<file path="src/rtl/dmx_sup_pkg.sv">
package dmx_sup_pkg;

  typedef enum logic [1:0] {
    ST_INIT    = 2'd0,
    ST_DMXWAIT = 2'd1,
    ST_SPIREAD = 2'd2,
    ST_IPDWAIT = 2'd3
  } sup_state_e;

  typedef enum logic [1:0] {
    ENG_IDLE = 2'd0,
    ENG_BUSY = 2'd1,
    ENG_GAP  = 2'd2
  } eng_state_e;

  localparam int ADR_HOST_DATA = 'h0;
  localparam int ADR_HOST_STAT = 'h1;
  localparam int ADR_TX_DATA   = 'h4;
  localparam int ADR_TX_CTRL   = 'h5;
  localparam int HOST_RD_CMD   = 'h03;
  localparam int TX_ENABLE     = 'h01;
  localparam int HDR_STEPS     = 4;

  // header step -> byte sent on the bus
  function automatic int hdr_byte(input int step);
    case (step)
      0:       return HOST_RD_CMD;
      HDR_STEPS - 1: return TX_ENABLE;
      default: return 'h00;
    endcase
  endfunction

  // header step -> target address
  function automatic int hdr_addr(input int step);
    return (step == HDR_STEPS - 1) ? ADR_TX_CTRL : ADR_HOST_DATA;
  endfunction

  function automatic bit chan_is_last(input int cnt, input int total);
    return cnt == total - 1;
  endfunction

  function automatic int chan_next(input int cnt, input int total);
    return chan_is_last(cnt, total) ? 0 : cnt + 1;
  endfunction

endpackage

</file>
<file path="src/rtl/dmx_sup_wb_engine.sv">
module dmx_sup_wb_engine
  import dmx_sup_pkg::*;
#(
  parameter int ADR_W = 4,
  parameter int DAT_W = 8
) (
  input  logic             clk,
  input  logic             rst,
  input  logic             req_i,
  input  logic             req_we_i,
  input  logic [ADR_W-1:0] req_adr_i,
  input  logic [DAT_W-1:0] req_dat_i,
  output logic             idle_o,
  output logic             done_o,
  output logic             fault_o,
  output logic [DAT_W-1:0] rdata_o,
  output logic             wb_cyc_o,
  output logic             wb_stb_o,
  output logic             wb_we_o,
  output logic [ADR_W-1:0] wb_adr_o,
  output logic [DAT_W-1:0] wb_dat_o,
  input  logic [DAT_W-1:0] wb_dat_i,
  input  logic             wb_ack_i,
  input  logic             wb_err_i
);

  eng_state_e       st_q;
  logic             we_q;
  logic [ADR_W-1:0] adr_q;
  logic [DAT_W-1:0] dat_q;
  logic [DAT_W-1:0] rdata_q;
  logic             term;

  assign term = (st_q == ENG_BUSY) && (wb_ack_i || wb_err_i);

  always_ff @(posedge clk) begin
    if (rst) begin
      st_q    <= ENG_IDLE;
      we_q    <= 1'b0;
      adr_q   <= '0;
      dat_q   <= '0;
      rdata_q <= '0;
    end else begin
      case (st_q)
        ENG_IDLE: if (req_i) begin
          st_q  <= ENG_BUSY;
          we_q  <= req_we_i;
          adr_q <= req_adr_i;
          dat_q <= req_dat_i;
        end
        ENG_BUSY: if (term) begin
          st_q <= ENG_GAP;
          if (!we_q && !wb_err_i) rdata_q <= wb_dat_i;
        end
        default: st_q <= ENG_IDLE;
      endcase
    end
  end

  assign idle_o   = (st_q == ENG_IDLE);
  assign done_o   = term;
  assign fault_o  = term && wb_err_i;
  assign rdata_o  = rdata_q;
  assign wb_cyc_o = (st_q == ENG_BUSY);
  assign wb_stb_o = (st_q == ENG_BUSY);
  assign wb_we_o  = we_q;
  assign wb_adr_o = adr_q;
  assign wb_dat_o = dat_q;

endmodule

</file>
<file path="src/rtl/dmx_sup_chan_counter.sv">
module dmx_sup_chan_counter
  import dmx_sup_pkg::*;
#(
  parameter int CH_COUNT = 512,
  parameter int CNT_W    = (CH_COUNT > 1) ? $clog2(CH_COUNT) : 1
) (
  input  logic             clk,
  input  logic             rst,
  input  logic             clr_i,
  input  logic             inc_i,
  output logic [CNT_W-1:0] cnt_o,
  output logic             last_o
);

  logic [CNT_W-1:0] cnt_q;

  always_ff @(posedge clk) begin
    if (rst || clr_i)  cnt_q <= '0;
    else if (inc_i)    cnt_q <= CNT_W'(chan_next(int'(cnt_q), CH_COUNT));
  end

  assign cnt_o  = cnt_q;
  assign last_o = chan_is_last(int'(cnt_q), CH_COUNT);

endmodule

</file>
<file path="src/rtl/dmx_sup_gap_timer.sv">
module dmx_sup_gap_timer #(
  parameter int DLY_W = 16
) (
  input  logic             clk,
  input  logic             rst,
  input  logic             load_i,
  input  logic [DLY_W-1:0] len_i,
  output logic             expired_o
);

  logic [DLY_W-1:0] left_q;

  always_ff @(posedge clk) begin
    if (rst)                 left_q <= '0;
    else if (load_i)         left_q <= len_i;
    else if (left_q != '0)   left_q <= left_q - 1'b1;
  end

  assign expired_o = (left_q == '0);

endmodule

</file>
<file path="src/rtl/dmx_stream_sup.sv">
module dmx_stream_sup
  import dmx_sup_pkg::*;
#(
  parameter int ADR_W    = 4,
  parameter int DAT_W    = 8,
  parameter int DLY_W    = 16,
  parameter int CH_COUNT = 512,
  parameter int CNT_W    = (CH_COUNT > 1) ? $clog2(CH_COUNT) : 1,
  parameter int STEP_W   = 2
) (
  input  logic             clk,
  input  logic             rst,
  output logic             wb_cyc_o,
  output logic             wb_stb_o,
  output logic             wb_we_o,
  output logic [ADR_W-1:0] wb_adr_o,
  output logic [DAT_W-1:0] wb_dat_o,
  input  logic [DAT_W-1:0] wb_dat_i,
  input  logic             wb_ack_i,
  input  logic             wb_err_i,
  input  logic             dmx_rdy_irq_i,
  input  logic [DLY_W-1:0] ipd_cycles_i
);

  sup_state_e        state_q;
  logic [STEP_W-1:0] step_q;

  logic             req, req_we;
  logic [ADR_W-1:0] req_adr;
  logic [DAT_W-1:0] req_dat;
  logic             eng_idle;
  logic [DAT_W-1:0] host_byte;
  logic [CNT_W-1:0] chan_cnt;
  logic             chan_last;

  // named internal events
  logic acc_done, acc_err, chan_fwd, univ_end, gap_expired;
  logic in_init, in_dmxwait, in_spiread, in_ipd;

  assign in_init    = (state_q == ST_INIT);
  assign in_dmxwait = (state_q == ST_DMXWAIT);
  assign in_spiread = (state_q == ST_SPIREAD);
  assign in_ipd     = (state_q == ST_IPDWAIT);

  assign chan_fwd = in_spiread && (step_q == STEP_W'(1)) && acc_done && !acc_err;
  assign univ_end = chan_fwd && chan_last;

  // request decode
  always_comb begin
    req     = (in_init || in_spiread) && eng_idle;
    req_we  = 1'b1;
    req_adr = ADR_W'(hdr_addr(int'(step_q)));
    req_dat = DAT_W'(hdr_byte(int'(step_q)));
    if (in_spiread) begin
      if (step_q == '0) begin
        req_we  = 1'b0;
        req_adr = ADR_W'(ADR_HOST_DATA);
        req_dat = '0;
      end else begin
        req_adr = ADR_W'(ADR_TX_DATA);
        req_dat = host_byte;
      end
    end
  end

  always_ff @(posedge clk) begin
    if (rst) begin
      state_q <= ST_INIT;
      step_q  <= '0;
    end else if (acc_err) begin
      state_q <= ST_INIT;
      step_q  <= '0;
    end else begin
      case (state_q)
        ST_INIT: if (acc_done) begin
          if (step_q == STEP_W'(HDR_STEPS - 1)) begin
            state_q <= ST_DMXWAIT;
            step_q  <= '0;
          end else begin
            step_q <= step_q + 1'b1;
          end
        end
        ST_DMXWAIT: if (dmx_rdy_irq_i) begin
          state_q <= ST_SPIREAD;
          step_q  <= '0;
        end
        ST_SPIREAD: if (acc_done) begin
          if (step_q == '0) begin
            step_q <= STEP_W'(1);
          end else begin
            step_q  <= '0;
            state_q <= chan_last ? ST_IPDWAIT : ST_DMXWAIT;
          end
        end
        default: if (gap_expired) state_q <= ST_INIT;
      endcase
    end
  end

  dmx_sup_wb_engine #(.ADR_W(ADR_W), .DAT_W(DAT_W)) u_eng (
    .clk      (clk),
    .rst      (rst),
    .req_i    (req),
    .req_we_i (req_we),
    .req_adr_i(req_adr),
    .req_dat_i(req_dat),
    .idle_o   (eng_idle),
    .done_o   (acc_done),
    .fault_o  (acc_err),
    .rdata_o  (host_byte),
    .wb_cyc_o (wb_cyc_o),
    .wb_stb_o (wb_stb_o),
    .wb_we_o  (wb_we_o),
    .wb_adr_o (wb_adr_o),
    .wb_dat_o (wb_dat_o),
    .wb_dat_i (wb_dat_i),
    .wb_ack_i (wb_ack_i),
    .wb_err_i (wb_err_i)
  );

  dmx_sup_chan_counter #(.CH_COUNT(CH_COUNT), .CNT_W(CNT_W)) u_cnt (
    .clk   (clk),
    .rst   (rst),
    .clr_i (acc_err),
    .inc_i (chan_fwd),
    .cnt_o (chan_cnt),
    .last_o(chan_last)
  );

  dmx_sup_gap_timer #(.DLY_W(DLY_W)) u_gap (
    .clk      (clk),
    .rst      (rst),
    .load_i   (univ_end),
    .len_i    (ipd_cycles_i),
    .expired_o(gap_expired)
  );

endmodule

</file>
<file path="config.mk">
export PLATFORM = sky130hd
export DESIGN_NAME = dmx_stream_sup
export DESIGN_NICKNAME = d
export VERILOG_FILES = /design/src/rtl/dmx_sup_pkg.sv /design/src/rtl/dmx_sup_wb_engine.sv /design/src/rtl/dmx_sup_chan_counter.sv /design/src/rtl/dmx_sup_gap_timer.sv /design/src/rtl/dmx_stream_sup.sv
export SDC_FILE = /design/constraint.sdc
export NUM_CORES = 1
export LEC_CHECK = 0
export BUFFER_PORTS_ARGS = -buffer_cell sky130_fd_sc_hd__buf_2
export CORE_MARGIN = 1
export CORE_UTILIZATION = 61
export CTS_CLUSTER_SIZE = 8
export DETAILED_ROUTE_END_ITERATION = 7
export GPL_TIMING_DRIVEN = 0
export PLACE_DENSITY = 0.83
export SYNTH_ARGS = -nofsm -noshare
export SYNTH_HDL_FRONTEND = slang
export SYNTH_HIERARCHICAL = 1
export SYNTH_SLANG_ARGS = --single-unit
</file>
<file path="constraint.sdc">
create_clock -name clk -period 7.63 [get_ports clk]
set_input_delay 1.526 -clock clk [delete_from_list [all_inputs] [get_ports clk]]
set_output_delay 1.526 -clock clk [all_outputs]
set_load 0.02 [all_outputs]
</file>
After elaboration in Yosys (flattened, before gate mapping)
Index checks and enable logic that the tools add are counted.
Widths: inputs -> output; s select.
- add/subtract/negate cells: 3
- equal/unequal tests: 14
- muxes and demuxes: 28
- reductions and logical operators: 28
- operators with widths (operator ; number):
    $mux 16 ; 2
    $mux 2 ; 13
    $logic_not 16->1 ; 1
    $mux 8 ; 2
    $reduce_bool 16->1 ; 1
    $sub 16x1->16 const B ; 1
    $pmux 2 s3 ; 2
    $ne 2x2->1 const B ; 5
    $add 9x1->9 const B ; 1
    $eq 9x1->1 const B ; 1
    $mux 3 ; 3
    $mux 9 ; 1
    $eq 2x1->1 const B ; 4
    $logic_and 1x1->1 ; 8
    $pmux 2 s2 ; 2
    $logic_not 2->1 ; 3
    $reduce_and 6->1 ; 1
    $eq 2x2->1 const B ; 2
    $ne 2x1->1 const B ; 2
    $reduce_and 2->1 ; 2
    $reduce_and 4->1 ; 1
    $reduce_bool 4->1 ; 1
    $logic_not 1->1 ; 3
    $logic_or 1x1->1 ; 3
    other kinds (6) ; 8
- flip-flop bits (word level): 52
- input port bits: 29
- output and inout bits: 15
- logic and storage cells: 82

Logic depth before layout (Yosys ltp)
Gate-level depths: netlist (run 1).
- depth in word-level cells: 7
- gate-level depth with buffers: 10
- depth with buffers taken out: 9

By module
The synthesis (run 1) kept the hierarchy.
- modules (own cells, without submodules) (module ; times used ; cells each ; area an instance (um^2) ; seq. area each (um^2)):
    dmx_sup_gap_timer ; 1 ; 116 ; 964.7 ; 320.3
    dmx_sup_wb_engine ; 1 ; 90 ; 942.2 ; 460.4
    dmx_stream_sup ; 1 ; 62 ; 490.5 ; 80.1
    dmx_sup_chan_counter ; 1 ; 46 ; 427.9 ; 180.2

Worst setup path before layout (run 1)
No wires, ideal clock.
- kind: input port to flip-flop
- start point: in wb_err_i
- end point: reg u_gap.left_q[13]
- library setup time: 78 ps
- arrival time: 3176 ps
- required time: 7552 ps
- slack: 4377 ps
- stages on the path: 8
- buffers on the path: 1
- cell sequence: and2_1 and4b_1 and2_1 nor2b_1 clkbuf_1 a21oi_1 a31o_2 nor3_1
- cells in the longest elaborated chain, start to end: 7
- elaborated cells between the ends (all ways): 9
- those cells by class: mux: 1; reduce/logical: 8
- RTL lines (item ; line ; text):
    start: declaration ; dmx_stream_sup.sv:20 ; input logic wb_err_i,
    $logic_or 1x1->1 ; dmx_sup_wb_engine.sv:34 ; assign term = (st_q == ENG_BUSY) && (wb_ack_i || wb_err_i);
    $logic_and 1x1->1 ; dmx_sup_wb_engine.sv:34 ;
    $logic_and 1x1->1 ; dmx_sup_wb_engine.sv:62 ; assign fault_o = term && wb_err_i;
    $logic_not 1->1 ; dmx_stream_sup.sv:45 ; assign chan_fwd = in_spiread && (step_q == STEP_W'(1)) && acc_done && !acc_err;
    $logic_and 1x1->1 * ; dmx_stream_sup.sv:45 ;
    named net chan_fwd ; dmx_stream_sup.sv:37 ; logic acc_done, acc_err, chan_fwd, univ_end, gap_expired;
    $logic_and 1x1->1 * ; dmx_stream_sup.sv:46 ; assign univ_end = chan_fwd && chan_last;
    named net univ_end ; dmx_stream_sup.sv:37 ;
    $mux 16 / $reduce_bool 2->1 (equally long branches) ; -- ;
    end signal: assignment ; dmx_sup_gap_timer.sv:15 ; else if (load_i) left_q <= len_i;
    end signal: assignment ; dmx_sup_gap_timer.sv:16 ; else if (left_q != '0) left_q <= left_q - 1'b1;
    end: declaration ; dmx_sup_gap_timer.sv:11 ; logic [DLY_W-1:0] left_q;
Mark *: on every way through the listed nets, which the timed path passes. The rest lies on a longest branch.
A chain may end at the register's enable or synchronous reset.

Worst setup path in the final report (run 1)
- start point: in wb_err_i
- end point: reg u_gap.left_q[13]
- cells in the longest elaborated chain, start to end: 7
- elaborated cells between the ends (all ways): 9
- those cells by class: mux: 1; reduce/logical: 8
- RTL lines (item ; line):
    $logic_or 1x1->1 ; dmx_sup_wb_engine.sv:34
    $logic_and 1x1->1 ; dmx_sup_wb_engine.sv:34
    $logic_and 1x1->1 * ; dmx_sup_wb_engine.sv:62
    named net acc_err ; dmx_stream_sup.sv:37
    $logic_not 1->1 * ; dmx_stream_sup.sv:45
    $logic_and 1x1->1 * ; dmx_stream_sup.sv:45
    named net chan_fwd ; dmx_stream_sup.sv:37
    $logic_and 1x1->1 * ; dmx_stream_sup.sv:46
    named net univ_end ; dmx_stream_sup.sv:37
    $mux 16 / $reduce_bool 2->1 (equally long branches) ; --
Marked as above.

==> results.md, run 1 <==
- Buffers inserted during clock tree synthesis total 5.
- The area share of the leading cell type in the synthesized netlist is 36.8%.
- The number of antenna-violating nets in the routed design is 0.
- Sorting the synthesized cells by area gives the leading types as dfxtp_1 (37%), mux2i_1 (9.2%), ha_1 (6.2%).
- The CTS H-tree depth is 2.
- The final critical-path share of the clock period is 45.4%.
- Once the floorplan was initialized, standard cells occupied 64.0% of the core.
- The count of final max-slew check failures was 0.
- Wires add up to 5670 µm.
- Synthesis instantiated 56 different standard cells from the library.
- The mean instance size in the synthesized netlist is 9.00 µm².
- Summing all placed instances gives a cell area of 0.00311 mm².
- Counting flops with a built-in enable in the synthesized netlist gives 0.
- The worst reg-to-reg path cell count is 9.
- The die height is 70.1 µm.
- The iteration-0 DRC count of the detailed router is 134.
- After Yosys synthesis, XOR and XNOR cells account for 3.72% of the synthesized area.
- The sequential fraction of the synthesis area is 36.8%.
- The synthesized-area fraction occupied by ao, oa, aoi and oai cells is 12.1%.
- The total congestion overflow after global routing is 0.
- The congestion estimate from routability-driven global placement came to 0.803.
- In this run the standard cell core region covers 0.00441 mm².
- The routed via count divided by cell count is 5.72.
- The number of gates resized after CTS is 0.
- For this run, the number of Yosys warnings is 6.
- After detailed routing, the number of remaining DRC violations is 0.
- The number of placement rows is 24.
- The worst setup path is launched from an input port.
- The final cell count without fillers is 418.
- The setup skew after layout is 0.00843 ns.
- The insertion delay of the later-clocked pin in the worst-skew pair is 0.31 ns.
- The post-layout instance area is 0.00322 mm².
- VDD sags by at most 0.121 mV.
- The final number of hold-violating endpoints is 0.
- In this run the deepest clock path goes through 2 buffers.
- Counting every sink on the clock net gives 52.
- Registers take 0.00104 mm².
- The share of layout cells above drive strength 1 is 19.4%.
- The critical path data arrival time is 3.70 ns.
- Based on the critical path, the design can be clocked at up to 288 MHz.
- The setup TNS after final layout is 0 ns.
- The async set or reset register ratio after synthesis is 0%.
- Compared with the post-synthesis result, the final layout area differs by 13.9%.
- The worst setup timing slack at the placement stage is 3.88 ns.
- The largest net degree at the start of global routing is 16.
- The top cell type by total area after synthesis is dfxtp_1.
- The total routing resource utilization after global routing is 25.3%.
- The instance count after placement with tap cells included is 410.
- The leakage power is 1.31 nW.
- The number of antenna violations at the first check in global routing came to 0.
- Dividing the detail-routed wire length by the instance count gives 13.6 µm.
- After legalization and detailed placement, the total HPWL measured 4150 µm.
- Counting every instance in the synthesized netlist gives 314.
- The number of setup buffers added after CTS is 0.
- Clock tree synthesis selected as its root buffer the cell clkbuf_8.
- The TritonCTS clock tree is yes.
- The number of nets in the layout is 408.
- After clock tree synthesis, the clock-pin slew on the worst setup and hold paths is 0.09 ns.
- 44 I/O pins were placed.
- The final worst slack is 4.16 ns.
- STA classifies the critical path endpoint as a flip-flop.
- The required time of the worst setup path is 7.86 ns.
- The first-pass GRT wire length is 10000 µm.
- The pre-antenna-repair detailed-routing pass consisted of 4 iterations.
- The power per cell area is 263 mW/mm².
- The critical path in this run is classified as in2reg.
- The minimum period implied by the final worst setup slack is 3.47 ns.
- The run finished with clean final reports.
- For the pin with the worst max-slew slack, the measured transition is 1.01 ns.
- The floorplan step set the die width to 70.1 µm.
- Setup violations remaining at the end of the flow were counted as 0.
- The total die area is 0.00491 mm².
- The routed via count is 2389.
- Once layout is complete, the utilization of the core stands at 72.9%.
- The largest fanout on the critical path is 10.
- Summing all multi-input logic gate instances after layout gives 0.00167 mm².
- Input and output buffers added on the ports amount to 43.
- The simple-gate share of the synthesized area is 27.6%.
- The mapped cell area is 0.00283 mm².
- Hold timing on the final database bottoms out at a slack of 0.471 ns.
- Synthesis inferred 52 register bits.
- The kind of path behind the tightest hold check is reg2reg.
- The number of buffers inserted for hold repair after clock tree synthesis is 0.
- After synthesis, the largest family of logic cells by area is simple AND/OR/NAND/NOR gates.
- The number of global-route vias before repair is 2335.
- For this run, the leading register cell type out of synthesis is dfxtp_1.
- Setup repair after global routing left no endpoint under its margin.
- The post-synthesis share of cell area spent on full adders, half adders and majority gates is 6.20%.
- The count of max-cap constraint violations is 0.
- The number of instances on the worst hold path is 2.
- The count of antenna diodes in the layout is 0.
- Multiplexer cells account for 9.21% of the synthesized area.
- The filler cell count is 349.
- The headroom to the max-slew limit is 32.1%.
- The design draws 0.845 mW.
-- flip-flops by register name (all words and copies together) (netlist names) --
name	cells
u_eng/rdata_o	8
u_eng/wb_dat_o	8
u_cnt/cnt_o	9
state_q	2
u_eng/st_q	2
step_q	2
u_eng/wb_we_o	1
u_gap/left_q	16
u_eng/wb_adr_o	4
-- path summary, 6_finish.rpt --
check / slack, ns / to / start
setup / recovery: 4.16 / u_gap/left_q[13] / wb_err_i
hold / removal: 0.47 / u_eng/rdata_o[4] / u_eng/rdata_o[4]
setup reg to reg: 4.51 / state_q[0] / u_gap/left_q[0]
hold reg to reg: 0.47 / u_eng/rdata_o[4] / u_eng/rdata_o[4]
-- per-layer routing --
layer | track usage (%) | part of all wire, %
met1 | 31.7 | 46
met2 | 41.8 | 49
met3 | 5.77 | 3.8
met4 | 10.9 | 1.3
met5 | 0 | 0
-- kinds of logic (layout without fill, tap and decap cells) --
| kind of cell | after synthesis | count (layout) |
|---|---|---|
| buf+inv | 22 | 73 |
| fa+ha+maj | 14 | 14 |
| mux | 26 | 26 |
| other cells | 1 | 2 |
| compound gates | 52 | 52 |
| xor+xnor | 12 | 12 |
| simple gates | 135 | 135 |
| flops | 52 | 52 |
-- power by group --
group	switching (mW)	internal, mW	total [mW]
registers	0.0324	0.304	0.337
clock network	0.0886	0.0974	0.186
logic	0.170	0.152	0.323
-- worst max-delay path: stages --
cell	delay, ns
buf_2	0.12
and2_1	0.24
and4b_1	0.31
and2_1	0.24
nor2b_1	0.41
clkbuf_1	0.38
a21oi_1	0.12
a31o_2	0.22
nor3_1	0.13
-- cells in the mapped netlist, types with 4 or more instances --
cell type	number
dfxtp_1	52
nor2_1	34
mux2i_1	26
nand2_1	21
nand2b_1	16
o21ai_0	15
ha_1	14
nor3_1	13
a21oi_1	11
inv_1	9
and2_1	8
xnor2_1	8
clkbuf_1	6
nand3_1	6
or3_1	5
nand3b_1	4
nand4_1	4
nor2b_1	4
xor2_1	4
-- cell usage in the layout (no fill, tap or decap), types with 7 or more instances in the layout --
master / synthesis / routed
a21oi_1: 11 / 11
buf_2: 1 / 44
nor2_1: 34 / 34
xnor2_1: 8 / 8
dfxtp_1: 52 / 52
and2_1: 8 / 8
ha_1: 14 / 14
nand2_1: 21 / 21
nand2b_1: 16 / 16
nor3_1: 13 / 13
mux2i_1: 26 / 26
o21ai_0: 15 / 15
inv_1: 9 / 9
clkbuf_1: 6 / 7
-- cell type report --
| type | count | area share (%) |
|---|---|---|
| Sequential cell | 52 | 32.4 |
| Timing Repair Buffer | 43 | 6.69 |
| Multi-Input combinational cell | 241 | 51.9 |
| Inverter | 10 | 1.17 |
| Buffer | 12 | 2.49 |
| Clock inverter | 2 | 1.09 |
| Tap cell | 52 | 2.02 |
| Clock buffer | 6 | 2.26 |
Note: power is estimated with default switching activity, not from simulation.
==> run 2, diff against run 1 <==
Settings changed: CORE_UTILIZATION 61 to 57, PLACE_DENSITY 0.83 to 0.78.
Clock period 7.63 ns to 3.3 ns, I/O delays scaled along.
==> results.md, run 2 (synthesis gave the netlist of run 1 again) <==
- For this run, design rule violations remaining after detail routing come to 0.
- The number of antenna diodes in the final layout is 0.
- Across the routed clock network, the largest skew measured is 0.00862 ns.
- The clock drives 52 sinks.
- The share of total power in sequential cells is 39.8%.
- The total core area is 0.00475 mm².
- The first global-routing pass estimated 9340 µm of wire.
- STA classifies the critical path startpoint as a flip-flop.
- The synthesis-to-finish area growth is 14.7%.
- The number of flip-flops in the largest register is 16.
- The number of antenna-violating nets in the routed design is 0.
- The floorplan step set the die height to 72.4 µm.
- The total routing resource utilization after global routing is 22.5%.
- The clock network is responsible for 22.5% of the overall power.
- The congestion estimate from routability-driven global placement came to 0.793.
- The minimum period implied by the final worst setup slack is 3.10 ns.
- Summed over all layers, the global routing overflow is 0.
- The share of layout cells above drive strength 1 is 19.7%.
- Setup repair after global routing left no endpoint under its margin.
- The number of endpoints failing setup at the final stage is 0.
- The count of final max-slew check failures was 0.
- The leakage power is 1.31 nW.
- The number of antenna violations at the first check in global routing is 0.
- The number of gates resized after CTS is 0.
- The maximum frequency from static timing analysis is 323 MHz.
- Clock-pin slew was measured on the worst setup and hold paths at 0.10 ns.
- Data arrives at the worst endpoint at 3.32 ns.
- After detailed routing, the average wire length per cell comes to 13.0 µm.
- The worst-case IR drop observed on VDD is 0.313 mV.
- The routed via count divided by cell count is 5.42.
- The setup TNS after final layout is 0 ns.
- The most frequent standard cell in the layout excluding fill and tap cells is dfxtp_1.
- For the worst-skew pair, the clock arrives at the later sink with an insertion delay of 0.31 ns.
- The starting density of the core is 59.4%.
- The final layout contains 408 nets.
- The post-layout instance area is 0.00324 mm².
- The internal cell power is 1.28 mW.
- The register with the highest flop count is u_gap/left_q.
- The number of global-route vias before repair is 2151.
- The switching part of the total power is 34.6%.
- The routed via count is 2345.
- The worst setup timing slack at the placement stage is 0.293 ns.
- The logic gate share of total power is 37.7%.
- The number of buffers inserted during clock tree synthesis is 5.
- The kind of path behind the tightest hold check is reg2reg.
- Post-CTS timing repair inserted 0 buffers for setup.
- The die is 72.4 µm wide.
- In the layout the commonest cells are dfxtp_1 (52), buf_2 (44), nor2_1 (34).
- At the end of the flow the core is filled with cells to 68.1%.
- The largest fanout on the critical path is 5.
- STA classifies the critical path endpoint as a flip-flop.
- The power per cell area is 604 mW/mm².
- The wire-length estimate of the detail-placed layout is 4060 µm.
- The first routing iteration left 132 violations.
- The slowest library cell on the worst path is or4_4.
- The aggregate routed wire length is 5610 µm.
- The final number of hold-violating endpoints is 0.
- In this run the cell area measured after placement is 0.00313 mm².
- The final critical-path share of the clock period is 93.9%.
- The tool flagged a number of max-cap violations equal to 0.
- The H-tree was split into 2 levels.
- After layout, the worst setup slack is 0.203 ns.
- The required time of the worst setup path is 3.53 ns.
- The critical path is of the reg2reg type.
- Headroom to the max-slew limit came out at 39.9%.
- For the pin with the worst max-slew slack, the measured transition is 0.893 ns.
- The delay of the slowest cell on the worst path is 0.60 ns.
- The tree is rooted in a clkbuf_8.
- The total power consumption of the routed design is 1.96 mW.
- In this run the tool buffered the top-level ports with 43 buffer cells.
- The run finished with clean final reports.
- The largest net degree at the start of global routing is 17.
- The clock passes through at most 2 buffers.
- The critical path goes through inv_1 > ha_1 > or3b_2 > or4_4 > nor2_1 > nor3_1 > a221o_1 > or4_1 > a211oi_1.
- The total die area is 0.00524 mm².
- The number of buffers inserted for hold repair after clock tree synthesis is 0.
- The number of iterations in the first detailed-routing pass is 4.
- For this design the total switching power over the nets is 0.677 mW.
- The total I/O pin count is 44.
- The number of placement rows is 25.
- TritonCTS built the clock tree.
## run 2: cell count changes in the layout (fill, tap and decap cells not counted)
| cell | previous run | this run |
|---|---|---|
| clkbuf_1 | 7 | 6 |
| clkinvlp_4 | 0 | 1 |
## run 2: metal layers
| metal | up-vias | routed length, µm | GRT usage, % |
|---|---|---|---|
| li1 | 1204 | - | - |
| met2 | 35 | 2740 | 37.2 |
| met4 | 0 | 36 | 6.54 |
| met1 | 1102 | 2700 | 29.2 |
| met5 | - | 0 | 0 |
| met3 | 4 | 134 | 5.56 |
## run 2: power by group through the flow
stage / Combinational, mW / Sequential, mW / Clock, mW
final: 0.738 / 0.780 / 0.440
after global routing: 0.814 / 0.790 / 0.479
after CTS: 0.739 / 0.777 / 0.453
after detailed placement: 0.735 / 0.791 / 0
after global placement: 0.719 / 0.788 / 0
after floorplan: 0.583 / 0.793 / 0
## run 2: final timing paths
path	from	end	slack [ns]	depth (start not counted)
setup / recovery	u_gap/left_q[0]	state_q[0]	0.20	9
hold / removal	u_eng/rdata_o[2]	u_eng/rdata_o[2]	0.48	2
hold reg to reg	u_eng/rdata_o[2]	u_eng/rdata_o[2]	0.48	2
setup reg to reg	u_gap/left_q[0]	state_q[0]	0.20	9
## run 2: cell type report
class                   instances  area, µm²
plain buffers                  12       80.1
clock buffers                   5       68.8
clock inverters                 3       42.5
fillers                       419       1520
inverters                      10       37.5
multi-input cells             241       1670
flip-flops and latches         52       1040
well taps                      67       83.8
repair buffers                 43        215
## run 2: stage by stage
step / hold slack (ns) / std cells
finish: 0.479 / 433
detailed placement: 0.465 / 425
CTS: 0.484 / 433
global route: 0.504 / 433
floorplan: 0.444 / 315
global placement: 0.455 / 425
## run 2: critical path: cells and delay by family, from the launching register on
family          cells  cell delay, ns
simple gates        5            1.85
flops               1            0.34
compound gates      2            0.54
fa+ha+maj           1            0.20
buf+inv             1            0.08
